[src/rtl/sport_pkg.sv]
package sport_pkg;
   localparam int ADDR_W = 12;

   localparam logic [ADDR_W-1:0] A_CTRLA = 12'h000;
   localparam logic [ADDR_W-1:0] A_CTRLB = 12'h004;
   localparam logic [ADDR_W-1:0] A_DATA  = 12'h008;
   localparam logic [ADDR_W-1:0] A_STAT  = 12'h00C;
   localparam logic [ADDR_W-1:0] A_PRESC = 12'h010;
   localparam logic [ADDR_W-1:0] A_ID0   = 12'hFE0;
   localparam logic [ADDR_W-1:0] A_ID1   = 12'hFE4;
   localparam logic [ADDR_W-1:0] A_ID2   = 12'hFE8;
   localparam logic [ADDR_W-1:0] A_ID3   = 12'hFEC;

   localparam logic [7:0] ID_B0 = 8'h22;
   localparam logic [7:0] ID_B1 = 8'h10;
   localparam logic [7:0] ID_B2 = 8'h04;
   localparam logic [7:0] ID_B3 = 8'h00;

   // status bit positions
   localparam int S_TXE  = 0;
   localparam int S_TXNF = 1;
   localparam int S_RXNE = 2;
   localparam int S_RXF  = 3;
   localparam int S_BSY  = 4;

   // control word A / B fields
   localparam int CA_POL  = 6;
   localparam int CA_PHA  = 7;
   localparam int CA_RATE = 8;
   localparam int CB_EN   = 1;

   typedef enum logic {SH_IDLE, SH_RUN} sh_state_t;
endpackage

[src/rtl/sport_fifo.sv]
module sport_fifo #(
   parameter int W     = 16,
   parameter int DEPTH = 8
) (
   input  logic                       clk,
   input  logic                       rst_n,
   input  logic                       push,
   input  logic                       pop,
   input  logic [W-1:0]               din,
   output logic [W-1:0]               dout,
   output logic [$clog2(DEPTH+1)-1:0] count,
   output logic                       full,
   output logic                       empty
);
   localparam int CW = $clog2(DEPTH+1);
   localparam int PW = (DEPTH > 1) ? $clog2(DEPTH) : 1;

   logic [W-1:0]  mem [DEPTH];
   logic [PW-1:0] wp, rp, wp_nx, rp_nx;
   logic [CW-1:0] cnt;
   logic          do_push, do_pop;

   assign full    = (cnt == CW'(DEPTH));
   assign empty   = (cnt == '0);
   assign do_push = push && !full;
   assign do_pop  = pop && !empty;
   assign count   = cnt;
   assign dout    = mem[rp];

   generate
      if ((DEPTH & (DEPTH - 1)) == 0) begin : g_pow2
         assign wp_nx = wp + 1'b1;
         assign rp_nx = rp + 1'b1;
      end else begin : g_wrap
         assign wp_nx = (wp == PW'(DEPTH - 1)) ? '0 : wp + 1'b1;
         assign rp_nx = (rp == PW'(DEPTH - 1)) ? '0 : rp + 1'b1;
      end
   endgenerate

   always_ff @(posedge clk) begin
      if (do_push) mem[wp] <= din;
   end

   always_ff @(posedge clk or negedge rst_n) begin
      if (!rst_n) begin
         wp  <= '0;
         rp  <= '0;
         cnt <= '0;
      end else begin
         if (do_push) wp <= wp_nx;
         if (do_pop)  rp <= rp_nx;
         case ({do_push, do_pop})
            2'b10:   cnt <= cnt + 1'b1;
            2'b01:   cnt <= cnt - 1'b1;
            default: cnt <= cnt;
         endcase
      end
   end
endmodule

[src/rtl/sport_baud.sv]
module sport_baud #(
   parameter int PRESC_W = 8,
   parameter int RATE_W  = 8
) (
   input  logic               clk,
   input  logic               rst_n,
   input  logic               restart,
   input  logic               run,
   input  logic [PRESC_W-2:0] presc_hi,
   input  logic [RATE_W-1:0]  rate,
   output logic               tick
);
   localparam int HALF_W = (PRESC_W - 1) + (RATE_W + 1);

   logic [PRESC_W-2:0] pdiv;
   logic [RATE_W:0]    rate_p1;
   logic [HALF_W-1:0]  half, hcnt;

   assign pdiv    = (presc_hi == '0) ? PRESC_W'(1) : presc_hi;
   assign rate_p1 = {1'b0, rate} + 1'b1;
   assign half    = HALF_W'(pdiv) * HALF_W'(rate_p1);
   assign tick    = run && (hcnt == half - 1'b1);

   always_ff @(posedge clk or negedge rst_n) begin
      if (!rst_n)       hcnt <= '0;
      else if (restart) hcnt <= '0;
      else if (run)     hcnt <= tick ? '0 : hcnt + 1'b1;
   end
endmodule

[src/rtl/sport_shifter.sv]
module sport_shifter
   import sport_pkg::*;
#(
   parameter int DATA_W = 16
) (
   input  logic                        clk,
   input  logic                        rst_n,
   input  logic                        en,
   input  logic                        cpol,
   input  logic                        cpha,
   input  logic [$clog2(DATA_W)-1:0]   size_m1,
   input  logic                        tx_avail,
   input  logic [DATA_W-1:0]           tx_word,
   input  logic                        tick,
   input  logic                        miso,
   output logic                        start,
   output logic                        rx_push,
   output logic [DATA_W-1:0]           rx_word,
   output logic                        sclk,
   output logic                        mosi,
   output logic                        ss_n,
   output logic                        running
);
   localparam int SIZE_W = $clog2(DATA_W);

   sh_state_t           st;
   logic [SIZE_W:0]     ecnt;
   logic [SIZE_W-1:0]   n_m1, lalign;
   logic [DATA_W-1:0]   tx_sh, rx_sh, rx_nx;
   logic                phase, edge_go, lead, do_smp, do_shf, last;

   assign running = (st == SH_RUN);
   assign start   = !running && en && tx_avail;
   assign edge_go = running && tick;
   assign lead    = ~ecnt[0];
   assign do_smp  = cpha ? ~lead : lead;
   assign do_shf  = cpha ? (lead && (ecnt != '0)) : ~lead;
   assign last    = (ecnt == {n_m1, 1'b1});
   assign rx_nx   = {rx_sh[DATA_W-2:0], miso};
   assign rx_word = do_smp ? rx_nx : rx_sh;
   assign rx_push = edge_go && last;
   assign lalign  = SIZE_W'(DATA_W - 1) - size_m1;

   assign sclk = cpol ^ phase;
   assign mosi = tx_sh[DATA_W-1];
   assign ss_n = !(running && en);

   always_ff @(posedge clk or negedge rst_n) begin
      if (!rst_n) begin
         st    <= SH_IDLE;
         ecnt  <= '0;
         phase <= 1'b0;
         n_m1  <= '0;
         tx_sh <= '0;
         rx_sh <= '0;
      end else if (start) begin
         st    <= SH_RUN;
         ecnt  <= '0;
         phase <= 1'b0;
         n_m1  <= size_m1;
         tx_sh <= tx_word << lalign;
         rx_sh <= '0;
      end else if (edge_go) begin
         phase <= ~phase;
         ecnt  <= ecnt + 1'b1;
         if (do_smp) rx_sh <= rx_nx;
         if (do_shf) tx_sh <= {tx_sh[DATA_W-2:0], 1'b0};
         if (last)   st    <= SH_IDLE;
      end
   end
endmodule

[src/rtl/sport_top.sv]
module sport_top
   import sport_pkg::*;
#(
   parameter int DATA_W     = 16,
   parameter int FIFO_DEPTH = 8,
   parameter int PRESC_W    = 8
) (
   input  logic              clk,
   input  logic              rst_n,
   input  logic [11:0]       bus_addr,
   input  logic              bus_wr,
   input  logic              bus_rd,
   input  logic [15:0]       bus_wdata,
   output logic [15:0]       bus_rdata,
   output logic              sclk,
   output logic              mosi,
   input  logic              miso,
   output logic              ss_n
);
   localparam int SIZE_W = $clog2(DATA_W);
   localparam int RATE_W = DATA_W - CA_RATE;
   localparam int CW     = $clog2(FIFO_DEPTH + 1);

   generate
      if (DATA_W != 16) begin : g_bad_width
         $error("sport_top: register bus is 16 bits, DATA_W must be 16");
      end
      if (FIFO_DEPTH < 2) begin : g_bad_depth
         $error("sport_top: FIFO_DEPTH must be at least 2");
      end
      if (PRESC_W < 2 || PRESC_W > DATA_W) begin : g_bad_presc
         $error("sport_top: PRESC_W must lie in 2..DATA_W");
      end
   endgenerate

   logic [DATA_W-1:0]  ctrla_q;
   logic               en_q;
   logic [PRESC_W-1:1] presc_q;

   logic               tx_push_req, rx_pop_req;
   logic [DATA_W-1:0]  tx_dout, rx_dout, rx_word;
   logic [CW-1:0]      tx_cnt, rx_cnt;
   logic               tx_full, tx_empty, rx_full, rx_empty;
   logic               start, rx_push, running, tick, busy;
   logic [DATA_W-1:0]  status;

   assign tx_push_req = bus_wr && (bus_addr == A_DATA);
   assign rx_pop_req  = bus_rd && (bus_addr == A_DATA);

   always_ff @(posedge clk or negedge rst_n) begin
      if (!rst_n) begin
         ctrla_q <= '0;
         en_q    <= 1'b0;
         presc_q <= '0;
      end else if (bus_wr) begin
         case (bus_addr)
            A_CTRLA: ctrla_q <= bus_wdata;
            A_CTRLB: en_q    <= bus_wdata[CB_EN];
            A_PRESC: presc_q <= bus_wdata[PRESC_W-1:1];
            default: ;
         endcase
      end
   end

   sport_fifo #(.W(DATA_W), .DEPTH(FIFO_DEPTH)) u_txq (
      .clk(clk), .rst_n(rst_n), .push(tx_push_req), .pop(start),
      .din(bus_wdata), .dout(tx_dout), .count(tx_cnt),
      .full(tx_full), .empty(tx_empty)
   );

   sport_fifo #(.W(DATA_W), .DEPTH(FIFO_DEPTH)) u_rxq (
      .clk(clk), .rst_n(rst_n), .push(rx_push), .pop(rx_pop_req),
      .din(rx_word), .dout(rx_dout), .count(rx_cnt),
      .full(rx_full), .empty(rx_empty)
   );

   sport_baud #(.PRESC_W(PRESC_W), .RATE_W(RATE_W)) u_baud (
      .clk(clk), .rst_n(rst_n), .restart(start), .run(running && en_q),
      .presc_hi(presc_q), .rate(ctrla_q[DATA_W-1:CA_RATE]), .tick(tick)
   );

   sport_shifter #(.DATA_W(DATA_W)) u_shift (
      .clk(clk), .rst_n(rst_n), .en(en_q),
      .cpol(ctrla_q[CA_POL]), .cpha(ctrla_q[CA_PHA]),
      .size_m1(ctrla_q[SIZE_W-1:0]), .tx_avail(!tx_empty), .tx_word(tx_dout),
      .tick(tick), .miso(miso), .start(start), .rx_push(rx_push),
      .rx_word(rx_word), .sclk(sclk), .mosi(mosi), .ss_n(ss_n),
      .running(running)
   );

   assign busy = running || (en_q && !tx_empty);

   always_comb begin
      status         = '0;
      status[S_TXE]  = tx_empty;
      status[S_TXNF] = !tx_full;
      status[S_RXNE] = !rx_empty;
      status[S_RXF]  = rx_full;
      status[S_BSY]  = busy;
   end

   always_comb begin
      case (bus_addr)
         A_CTRLA: bus_rdata = ctrla_q;
         A_CTRLB: bus_rdata = DATA_W'({en_q, 1'b0});
         A_DATA:  bus_rdata = rx_empty ? '0 : rx_dout;
         A_STAT:  bus_rdata = status;
         A_PRESC: bus_rdata = DATA_W'({presc_q, 1'b0});
         A_ID0:   bus_rdata = DATA_W'(ID_B0);
         A_ID1:   bus_rdata = DATA_W'(ID_B1);
         A_ID2:   bus_rdata = DATA_W'(ID_B2);
         A_ID3:   bus_rdata = DATA_W'(ID_B3);
         default: bus_rdata = '0;
      endcase
   end
endmodule

[config.mk]
export PLATFORM = sky130hd
export DESIGN_NAME = sport_top
export DESIGN_NICKNAME = d
export VERILOG_FILES = /design/src/rtl/sport_pkg.sv /design/src/rtl/sport_fifo.sv /design/src/rtl/sport_baud.sv /design/src/rtl/sport_shifter.sv /design/src/rtl/sport_top.sv
export SDC_FILE = /design/constraint.sdc
export NUM_CORES = 1
export LEC_CHECK = 0
export ABC_AREA = 1
export BUFFER_PORTS_ARGS = -buffer_cell sky130_fd_sc_hd__buf_2
export CORE_MARGIN = 2
export CORE_UTILIZATION = 49
export DETAILED_ROUTE_END_ITERATION = 7
export GPL_TIMING_DRIVEN = 0
export SKIP_CTS_REPAIR_TIMING = 1
export SYNTH_ARGS = -nofsm -noshare
export SYNTH_HDL_FRONTEND = slang
export SYNTH_HIERARCHICAL = 1
export SYNTH_SLANG_ARGS = --single-unit
[constraint.sdc]
create_clock -name clk -period 9.76 [get_ports clk]
set_clock_uncertainty 0.05 [all_clocks]
set_input_delay 0.488 -clock clk [delete_from_list [all_inputs] [get_ports clk]]
set_output_delay 0.488 -clock clk [all_outputs]
set_load 0.01 [all_outputs]
# == Word level (Yosys, flattened, before mapping) ==
# Memories as Yosys holds them, arrays and structs flattened.
# Index checks and enable logic that the tools add are counted.
# totals
ff_bits,103
inputBits,33
memories,2
out_inout_bits,19
ram_bits,256
# mem_list
memory,words,width,rd,rd_ports_with_merged_regs,wr,line_no,source
u_rxq.mem,8,16,1,0,1,sport_fifo.sv:18,logic [W-1:0] mem [DEPTH];
u_txq.mem,8,16,1,0,1,sport_fifo.sv:18,
# op_classes
n_mul,1
shift,1
reduce_logical,37
n_eq_ne,15
n_addsub,13
muxes,27
n_bitwise,3
# op_table
cell,n
$mux 16,10
$pmux 16 s8,1
$eq 12x12->1 const B,3
$eq 12x4->1 const B,2
$add 16x1->16 const B,1
$eq 16x16->1,1
$mul 7x9->16,1
$pmux 4 s2,2
$shl 16x4->16,1
$sub 16x1->16 const B,1
$logic_and 1x1->1,14
$add 3x1->3 const B,4
$eq 12x3->1 const B,1
$eq 12x5->1 const B,1
$logic_not 12->1,1
$reduce_bool 2->1,6
$mux 1,11
$mux 5,2
$reduce_and 2->1,5
$add 8x1->9 const B,1
$add 4x1->4 const B,2
$eq 4x4->1 const B,2
$logic_not 4->1,2
$sub 4x1->4 const B,2
other kinds (12),20

# == Longest topological paths before layout ==
# Gate-level depths: netlist of run 1.
# depth
word_depth,11
mapped_depth,40
ltp_nobuf,39

# == Cells and area by module ==
# Netlist of run 1, hierarchy kept.
# by_module_without_submodules
mod,instances,cells_each,area_per_inst_um2,seq_area_each_um2
sport_fifo (u_rxq),1,634,6112.1,4093.9
sport_fifo (u_txq),1,634,6110.9,4093.9
sport_baud,1,597,3945.0,400.4
sport_shifter,1,407,2857.7,1076.0
sport_top,1,217,1502.7,600.6

# == Least setup slack after synthesis of run 1 ==
# No wires, ideal clock.
# synth_timing
path_type,reg-to-reg
start,register ctrla_q[8]
end,"memory u_rxq.mem[4][0], enable pin"
path_stages_with_launch,32
path_buffers,1
arrival_ns,6.400
period_less_slack_ns,6.860
t_required_ns,9.301
path_slack_ns,2.900
path_cell_list,dfrtp_1 -> nand3_1 -> inv_1 -> nand2_1 -> nor3_1 -> inv_1 -> o21ai_0 -> nand2_1 -> inv_1 -> nand2_1 -> fa_1 -> fa_1 -> fa_1 -> inv_1 -> fa_1 -> ha_1 -> nand2_1 -> inv_1 -> a21oi_1 -> nor2_1 -> nor2_1 -> nand3b_1 -> nand2_1 -> nand2_1 -> nor3_1 -> nand2_2 -> inv_2 -> nand4_1 -> inv_1 -> nand2_1 -> buf_4 -> nor3_1
# synth_between
elab_chain_cells,10
# synth_rtl
item,line_no,source
from (decl),sport_top.sv:36,logic [DATA_W-1:0] ctrla_q;
from (signal assigned),sport_top.sv:57,A_CTRLA: ctrla_q <= bus_wdata;
$add 8x1->9,sport_baud.sv:20,"assign rate_p1 = {1'b0, rate} + 1'b1;"
$mul 7x9->16,sport_baud.sv:21,assign half = HALF_W'(pdiv) * HALF_W'(rate_p1);
$sub 16x1->16,sport_baud.sv:22,assign tick = run && (hcnt == half - 1'b1);
$eq 16x16->1,sport_baud.sv:22,
$logic_and 1x1->1,sport_baud.sv:22,
named net tick,sport_top.sv:44,"logic start, rx_push, running, tick, busy;"
$logic_and 1x1->1,sport_shifter.sv:34,assign edge_go = running && tick;
$logic_and 1x1->1,sport_shifter.sv:41,assign rx_push = edge_go && last;
named net rx_push,sport_top.sv:44,
$logic_and 1x1->1,sport_fifo.sv:25,assign do_push = push && !full;
$mux 1,sport_fifo.sv:41,if (do_push) mem[wp] <= din;
$mux 1 (implied by the code),sport_fifo.sv:41,
to (decl),sport_fifo.sv:18,
# The timed path passes the listed nets, and every way through them passes these cells.

# == Final worst setup path of run 1 ==
# layout_timing
start,register ctrla_q[8]
end,"memory u_rxq.mem[1][13], enable pin"
# Same word-level chain as after synthesis.

==> results by group, run 1 <==
Global routing
  • Overflow after GRT: 0
  • Vias in the first global route: between 15000 and 20000
  • Largest net degree at the start of global routing: 69
  • First-pass GRT wire length: 85400 µm
  • Initial antenna violation count: 0
  • GRT Overall Usage: 0.253

Worst setup path
  • CP max FO: 10
  • R2r startpoint: ctrla_q[8]
  • Top cell family by delay on the critical path: simple AND/OR/NAND/NOR gates
  • Bufs and invs on worst path: 9
  • R2R Path End: u_rxq/mem[1][13]
  • Worst Setup End Kind: flip-flop
  • Crit Path Category: reg -> reg
  • CP peak stage delay: 0.80 ns
  • WP depth: 32
  • Worst Reg-to-Reg Cells: 32
  • CP required: 9.95 ns
  • Slowest CP cell: nor3_1
  • Most used cell, CP: nand2_1
  • Flop-to-flop setup slack: 1.42 ns
  • Crit path DAT: 8.53 ns
  • Critical Path Start Type: flip-flop

Synth
  • Async SR Flop Fraction: 0.287
  • Ys flop type: edfxtp_1
  • EDFF count, synth: 256
  • Area share of the largest cell type after synthesis: 0.374
  • Top-count cell post-synth: nand2_1
  • Synth Instances: roughly 2500
  • Leading area contributor after synthesis: edfxtp_1
  • Count of different cell masters after synthesis: 45
  • Register area share after synthesis: 0.500
  • Yosys warnings: 6
  • Area contributors post-synth: edfxtp_1 (37%), nand2_1 (15%), dfrtp_1 (13%), nor2_1 (6.7%), inv_1 (6.3%)
  • Yosys reg bits: ~360
  • Syn Area/Cell: 8.25 µm²
  • Top cells by count, synth: nand2_1 (845), nor2_1 (366), inv_1 (345)
  • Synthesized Nets: 2615
  • Area of the mapped netlist: 20500 µm²

Power
  • Total power: 0.00338 W
  • Worst vdd ir: around 0.00012 V
  • Leakage: ~11 nW
  • PD cells: 146 nW/µm²

Route
  • Total Wirelength: ~54000 µm
  • Via density: around 5.1
  • Initial DRC Count: 1077
  • Pre-antenna DRT Iters: 5
  • Via count: 16094
  • DRC Markers: 0
  • Wire length per cell: between 15 and 20 µm
  • DRT antenna net count: 0

Timing
  • Fin. Hold Viols: 0
  • Slew headroom: 0.341
  • Slew @ Worst Pin: 0.981 ns
  • RSZ-0062 raised after global routing: false
  • Max Clk Rate: 120 MHz
  • Final Max Tran Viols: 0
  • Final setup viols: 0
  • Post-route minimum period: approximately 8.3 ns
  • Setup TNS: 0 ns
  • Final Cycle Share: 0.855

Min path
  • Critical hold path startpoint: bus_wdata[7]
  • Worst hold path cell count: 3
  • Hold Crit Class: in -> reg
  • WHS Endpoint: ctrla_q[7]

Clock network
  • CTS tree: yes
  • CTS Buf Count: 40
  • Clock-pin slew on the worst setup and hold paths: approximately 0.060 ns
  • Clk_lat worst skew: 0.56 ns
  • Clk root buf: clkbuf_16
  • Clock buffer depth: 3
  • Depth of the CTS H-tree: 2
  • CTS sink count: 359

Die
  • Die Footprint: roughly 44000 µm²
  • Num rows: between 70 and 80
  • Starting density of the core: 0.499
  • Die Ht: ~210 µm
  • Width of the chip: about 210 µm
  • Io pins: 52
  • Core Area: 41100 µm²

Cells and area
  • Antenna Cells: 0
  • Layout area overhead: 12.6%
  • Area of the multi-input gates: 8450 µm²
  • FF+latch area: between 10000 and 15000 µm²
  • Share of layout cells above drive strength 1: 0.110
  • Fill count: between 3000 and 4000
  • Final nets: 2727

Placement
  • DP HPWL: roughly 40000 µm
  • Global placer's final weighted congestion: roughly 0.91
  • Port bufs: 51

Flow run
  • Max_cap viols: 0

Status
  • Status: finished clean
[flip-flops by register name, summed over array words and instances (netlist names)]
signal           cells
u_rxq/count          4
u_shift/ecnt         5
u_rxq/mem          128
u_rxq/wp             3
u_shift/rx_sh       16
u_shift/n_m1         4
u_txq/mem          128
en_q                 1
u_txq/wp             3
u_shift/phase        1
u_shift/running      1
presc_q              7
u_txq/count          4
u_txq/rp             3
u_rxq/rp             3
u_baud/hcnt         16
u_shift/tx_sh       16
ctrla_q             16
[worst min-delay path, cell delays in order]
cell	delay (ns)
buf_2	0.18
nand2_1	0.09
nand2_1	0.04
[worst max path at each step]
stage	startpoint	to	slack (ns)
2_1_floorplan	ctrla_q[8]	u_rxq/mem[4][0]	2.90
3_3_place_gp	ctrla_q[8]	u_rxq/mem[3][12]	0.14
3_5_place_dp	ctrla_q[8]	u_rxq/mem[1][14]	1.43
4_1_cts	ctrla_q[8]	u_rxq/mem[1][13]	1.42
5_1_grt	ctrla_q[10]	u_rxq/mem[1][13]	0.85
6_report	ctrla_q[8]	u_rxq/mem[1][13]	1.42
[metrics by stage]
step,util,area (µm²),hold slack [ns],cells,worst slack (ns)
floorplan,-,20500,0.142,2489,2.90
global placement,0.522,21400,0.417,3072,0.138
global route,0.562,23100,0.211,3162,0.850
finish,0.562,23100,0.241,3162,1.42
CTS,0.562,23100,-0.129,3161,1.42
detailed placement,0.529,21800,0.436,3090,1.43
[cells by family (layout without fill, tap and decap cells)]
kind of cell,after synthesis,count (layout),share of synthesized area
simple gates,1425,1425,0.283
buf+inv,444,585,0.0923
flops,359,359,0.500
compound gates,126,126,0.0355
fa+ha+maj,93,93,0.0717
xor+xnor,42,42,0.0179
[final cells by class]
type	count	share of cell area
plain buffers	90	0.0242
clock buffers	53	0.0476
clock inverters	18	0.0110
inverters	354	0.0578
multi-input cells	1686	0.366
flip-flops and latches	359	0.444
well taps	532	0.0288
repair buffers	70	0.0211
[layer usage]
layer	global-route usage	vias to the layer above	share of wire
met3	0.0301	83	0.047
met5	0	-	0
met1	0.337	7647	0.44
li1	-	7979	-
met2	0.429	385	0.48
met4	0.0882	0	0.030
[power by group]
part | internal (W) | switching (W) | leakage (nW)
combinational | 0.0000514 | 0.000114 | 6.87
clock | 0.000951 | 0.000613 | 0.665
sequential | 0.00164 | 0.0000122 | 3.45
[cells in the final DEF, fill, tap and decap left out, types with 5 or more instances in the layout]
cell       netlist  layout
clkbuf_8         0       5
clkinv_2         1       8
nand3_1        124     124
bufinv_16        0       6
buf_6           11      24
dfrtp_1        103     103
o21ai_0         51      51
clkbuf_1        11      19
edfxtp_1       256     256
nor2_2           6       6
inv_1          345     345
xnor2_1         19      19
buf_4           22      25
o21ai_1         11      11
nand2_1        845     845
ha_1            52      52
a21oi_1         30      30
o21ai_2         10      10
nor3_1          25       9
nand4_1         16      16
fa_1            41      41
xor2_1          23      23
nand2_2         14      14
nor3_2           2      18
nor2_4           6       6
inv_2            6       6
clkbuf_16        0      40
buf_2           42      92
nor2_1         366     366
o22ai_1         12      12
Power figures use the tool's default switching activity.
==> run 2: changes to the inputs <==
--- a/config.mk
+++ b/config.mk
@@ -11,8 +11,8 @@
 export CORE_UTILIZATION = 49
 export DETAILED_ROUTE_END_ITERATION = 7
 export GPL_TIMING_DRIVEN = 0
+export PLACE_DENSITY = 0.65
 export SKIP_CTS_REPAIR_TIMING = 1
 export SYNTH_ARGS = -nofsm -noshare
 export SYNTH_HDL_FRONTEND = slang
-export SYNTH_HIERARCHICAL = 1
 export SYNTH_SLANG_ARGS = --single-unit
==> results by group, run 2 <==
Die
  • Io pins: 52 (unchanged)
  • Num rows: 71 (was 74)
  • Width of the chip: 200 µm (was 209 µm)
  • Core Area: 37800 µm² (was 41100 µm²)
  • Starting density of the core: 0.499 (about the same)
  • Die Footprint: 40000 µm² (was 43500 µm²)
  • Die Ht: 200 µm (was 209 µm)

Timing
  • Final Cycle Share: 0.800 (was 0.855)
  • Hold slack final: 0.177 ns (was 0.241 ns)
  • Max Clk Rate: 128 MHz (was 120 MHz)
  • Final Max Tran Viols: 0 (unchanged)
  • Slew headroom: 0.127 (was 0.341)
  • RSZ-0062 raised after global routing: false (unchanged)
  • Fin. Hold Viols: 0 (unchanged)
  • Final setup viols: 0 (unchanged)
  • Setup TNS: 0 ns (unchanged)
  • Slew @ Worst Pin: 1.30 ns (was 0.981 ns)
  • Post-route minimum period: 7.80 ns (was 8.34 ns)

Synth
  • Async SR Flop Fraction: 0.287 (unchanged)
  • Yosys warnings: 0 (was 6)
  • Top-count cell post-synth: nand2_1 (unchanged)
  • Count of different cell masters after synthesis: 52 (was 45)
  • Register area share after synthesis: 0.545 (was 0.500)
  • Ys flop type: edfxtp_1 (unchanged)
  • Synth Instances: 2030 (was 2489)
  • Syn Area/Cell: 9.28 µm² (was 8.25 µm²)
  • EDFF count, synth: 256 (unchanged)
  • Yosys reg bits: 359 (unchanged)
  • Area share of the largest cell type after synthesis: 0.408 (was 0.374)
  • Top cells by count, synth: nand2_1 (447), nor2_1 (284), edfxtp_1 (256) (was nand2_1 (845), nor2_1 (366), inv_1 (345))
  • Area contributors post-synth: edfxtp_1 (41%), dfrtp_1 (14%), nand2_1 (8.9%), nor2_1 (5.7%), o21ai_0 (5.4%) (was edfxtp_1 (37%), nand2_1 (15%), dfrtp_1 (13%), nor2_1 (6.7%), inv_1 (6.3%))
  • Leading area contributor after synthesis: edfxtp_1 (unchanged)
  • Synthesized Nets: 2155 (was 2615)
  • Area of the mapped netlist: 18800 µm² (was 20500 µm²)

Global routing
  • GR peak layer: met2 (unchanged)
  • Overflow after GRT: 0 (unchanged)
  • Vias in the first global route: 14584 (was 15664)
  • Largest net degree at the start of global routing: 63 (was 69)
  • M1 GR Usage: 0.342 (was 0.337)
  • Met3 Use GR: 0.0381 (was 0.0301)
  • GRT Overall Usage: 0.252 (was 0.253)
  • Initial antenna violation count: 0 (unchanged)
  • First-pass GRT wire length: 79400 µm (was 85400 µm)
  • GR Util met2: 0.414 (was 0.429)

Placement
  • Port bufs: 51 (unchanged)
  • Global placer's final weighted congestion: 0.883 (was 0.910)
  • DP HPWL: 36100 µm (was 39900 µm)

Route
  • Wire length per cell: 18.4 µm (was 17.1 µm)
  • DRT antenna net count: 0 (unchanged)
  • DRC Markers: 0 (unchanged)
  • Total Wirelength: 49400 µm (was 54200 µm)
  • Initial DRC Count: 1325 (was 1077)
  • Via count: 14713 (was 16094)
  • Pre-antenna DRT Iters: 5 (unchanged)
  • Via density: 5.48 (was 5.09)

Worst setup path
  • CP required: 10.20 ns (was 9.95 ns)
  • Critical Path Start Type: flip-flop (unchanged)
  • CP peak stage delay: 0.60 ns (was 0.80 ns)
  • CP max FO: 9 (was 10)
  • Worst Setup End Kind: flip-flop (unchanged)
  • Crit path DAT: 8.24 ns (was 8.53 ns)
  • Slowest CP cell: fa_1 (was nor3_1)
  • Most used cell, CP: nand2_1 (unchanged)
  • Crit Path Category: reg -> reg (unchanged)

Clock network
  • Clock-pin slew on the worst setup and hold paths: 0.06 ns (about the same)
  • CTS tree: yes (unchanged)
  • Clk_lat worst skew: 0.57 ns (was 0.56 ns)
  • CTS sink count: 359 (unchanged)
  • Clock buffer depth: 3 (unchanged)
  • Clk root buf: clkbuf_16 (unchanged)
  • CTS Buf Count: 39 (was 40)
  • Depth of the CTS H-tree: 2 (unchanged)

Status
  • Status: finished clean (unchanged)

Flow run
  • Max_cap viols: 0 (unchanged)

Cells and area
  • Final nets: 2267 (was 2727)
  • Area of the multi-input gates: 7500 µm² (was 8450 µm²)
  • Most frequent cells in the layout: nand2_1 (447), nor2_1 (276), edfxtp_1 (256) (was nand2_1 (845), nor2_1 (366), inv_1 (345))
  • Share of layout cells above drive strength 1: 0.0916 (was 0.110)
  • Layout area overhead: 13.8% (was 12.6%)
  • FF+latch area: 10300 µm² (unchanged)
  • Commonest non-fill, non-tap cell in the layout: nand2_1 (unchanged)
  • Biggest regs: u_rxq.mem: 128 flops, u_txq.mem: 128 flops (was u_rxq/mem: 128 flops, u_txq/mem: 128 flops)
  • Fill count: 3290 (was 3760)

Power
  • Worst vdd ir: 0.000110 V (was 0.000124 V)
  • Leakage: 8.71 nW (was 11.0 nW)
  • PD cells: 156 nW/µm² (was 146 nW/µm²)

Min path
  • Hold Crit Class: in -> reg (unchanged)
## run 2: changes by cell type after synthesis, sizes merged, moves of 7 or more
cell	previous run	this run
and2	1	8
buf	76	22
clkbuf	14	58
inv	353	209
nand2	862	460
nor2	378	290
nor3	27	19
o211ai	0	20
o21ai	72	204
o22ai	15	35
xnor2	19	9
## run 2: through the flow
stage	setup slack, ns	area [µm²]	util	total power (W)	std cells
after floorplan	3.56	18800	-	0.00177	2030
after global placement	1.50	19700	0.523	0.00183	2592
after detailed placement	2.12	20100	0.532	0.00183	2611
final	1.96	21400	0.568	0.00335	2685
after global routing	1.43	21400	0.568	0.00345	2684
after CTS	2.04	21400	0.568	0.00337	2683
## run 2: cells by family (layout without fill, tap and decap cells)
group | after synthesis | after routing | share of synthesized area
AOI/OAI and AO/OA | 308 | 308 | 0.0907
other | 0 | 1 | 0
and+or+nand+nor | 937 | 937 | 0.207
xor gates and xnor gates | 37 | 37 | 0.0187
adders and majority gates | 92 | 92 | 0.0770
buffers and inverters | 295 | 438 | 0.0606
DFF | 359 | 359 | 0.545
muxes | 2 | 2 | 0.00119
## run 2: path summary, 6_finish.rpt
| kind | cells past startpoint | startpoint | endpoint | slack, ns |
|---|---|---|---|---|
| min in group asynchronous | 2 | rst_n | u_shift.tx_sh[11] | 0.43 |
| min reg2reg | 2 | u_shift.tx_sh[15] | u_shift.tx_sh[15] | 0.43 |
| max in group asynchronous | 3 | rst_n | u_shift.rx_sh[9] | 8.48 |
| min | 1 | bus_wdata[6] | u_txq.mem[4][6] | 0.18 |
| max reg2reg | 35 | ctrla_q[8] | u_rxq.count[3] | 1.96 |
| max | 35 | ctrla_q[8] | u_rxq.count[3] | 1.96 |
## run 2: metal layers
| metal | routed length (µm) | vias to the layer above |
|---|---|---|
| met3 | 3370 | 86 |
| met5 | 0 | - |
| met2 | 23400 | 527 |
| li1 | - | 6998 |
| met4 | 1670 | 0 |
| met1 | 20900 | 7102 |
## run 2: cell type report
cell class,instances,area share
multi-input cells,1376,0.350
inverters,215,0.0376
repair buffers,71,0.0250
well taps,511,0.0298
diodes,1,0.000117
plain buffers,80,0.0156
clock inverters,18,0.0108
flip-flops and latches,359,0.479
clock buffers,54,0.0524
## run 2: critical path: cells and delay by family, from the launching register on
family / cells / cell delay [ns]
simple gates: 20 / 3.04
fa+ha+maj: 6 / 2.73
buf+inv: 5 / 0.79
compound gates: 3 / 0.47
flops: 1 / 0.43
xor+xnor: 1 / 0.18
## run 2: where the power goes
| group | internal (W) | switching (W) | leakage, nW | total, W |
|---|---|---|---|---|
| Clock | 0.000940 | 0.000608 | 0.662 | 0.00155 |
| Sequential | 0.00163 | 0.00000342 | 3.41 | 0.00164 |
| Combinational | 0.0000503 | 0.000118 | 4.63 | 0.000168 |
| Total | 0.00262 | 0.000729 | 8.71 | 0.00335 |
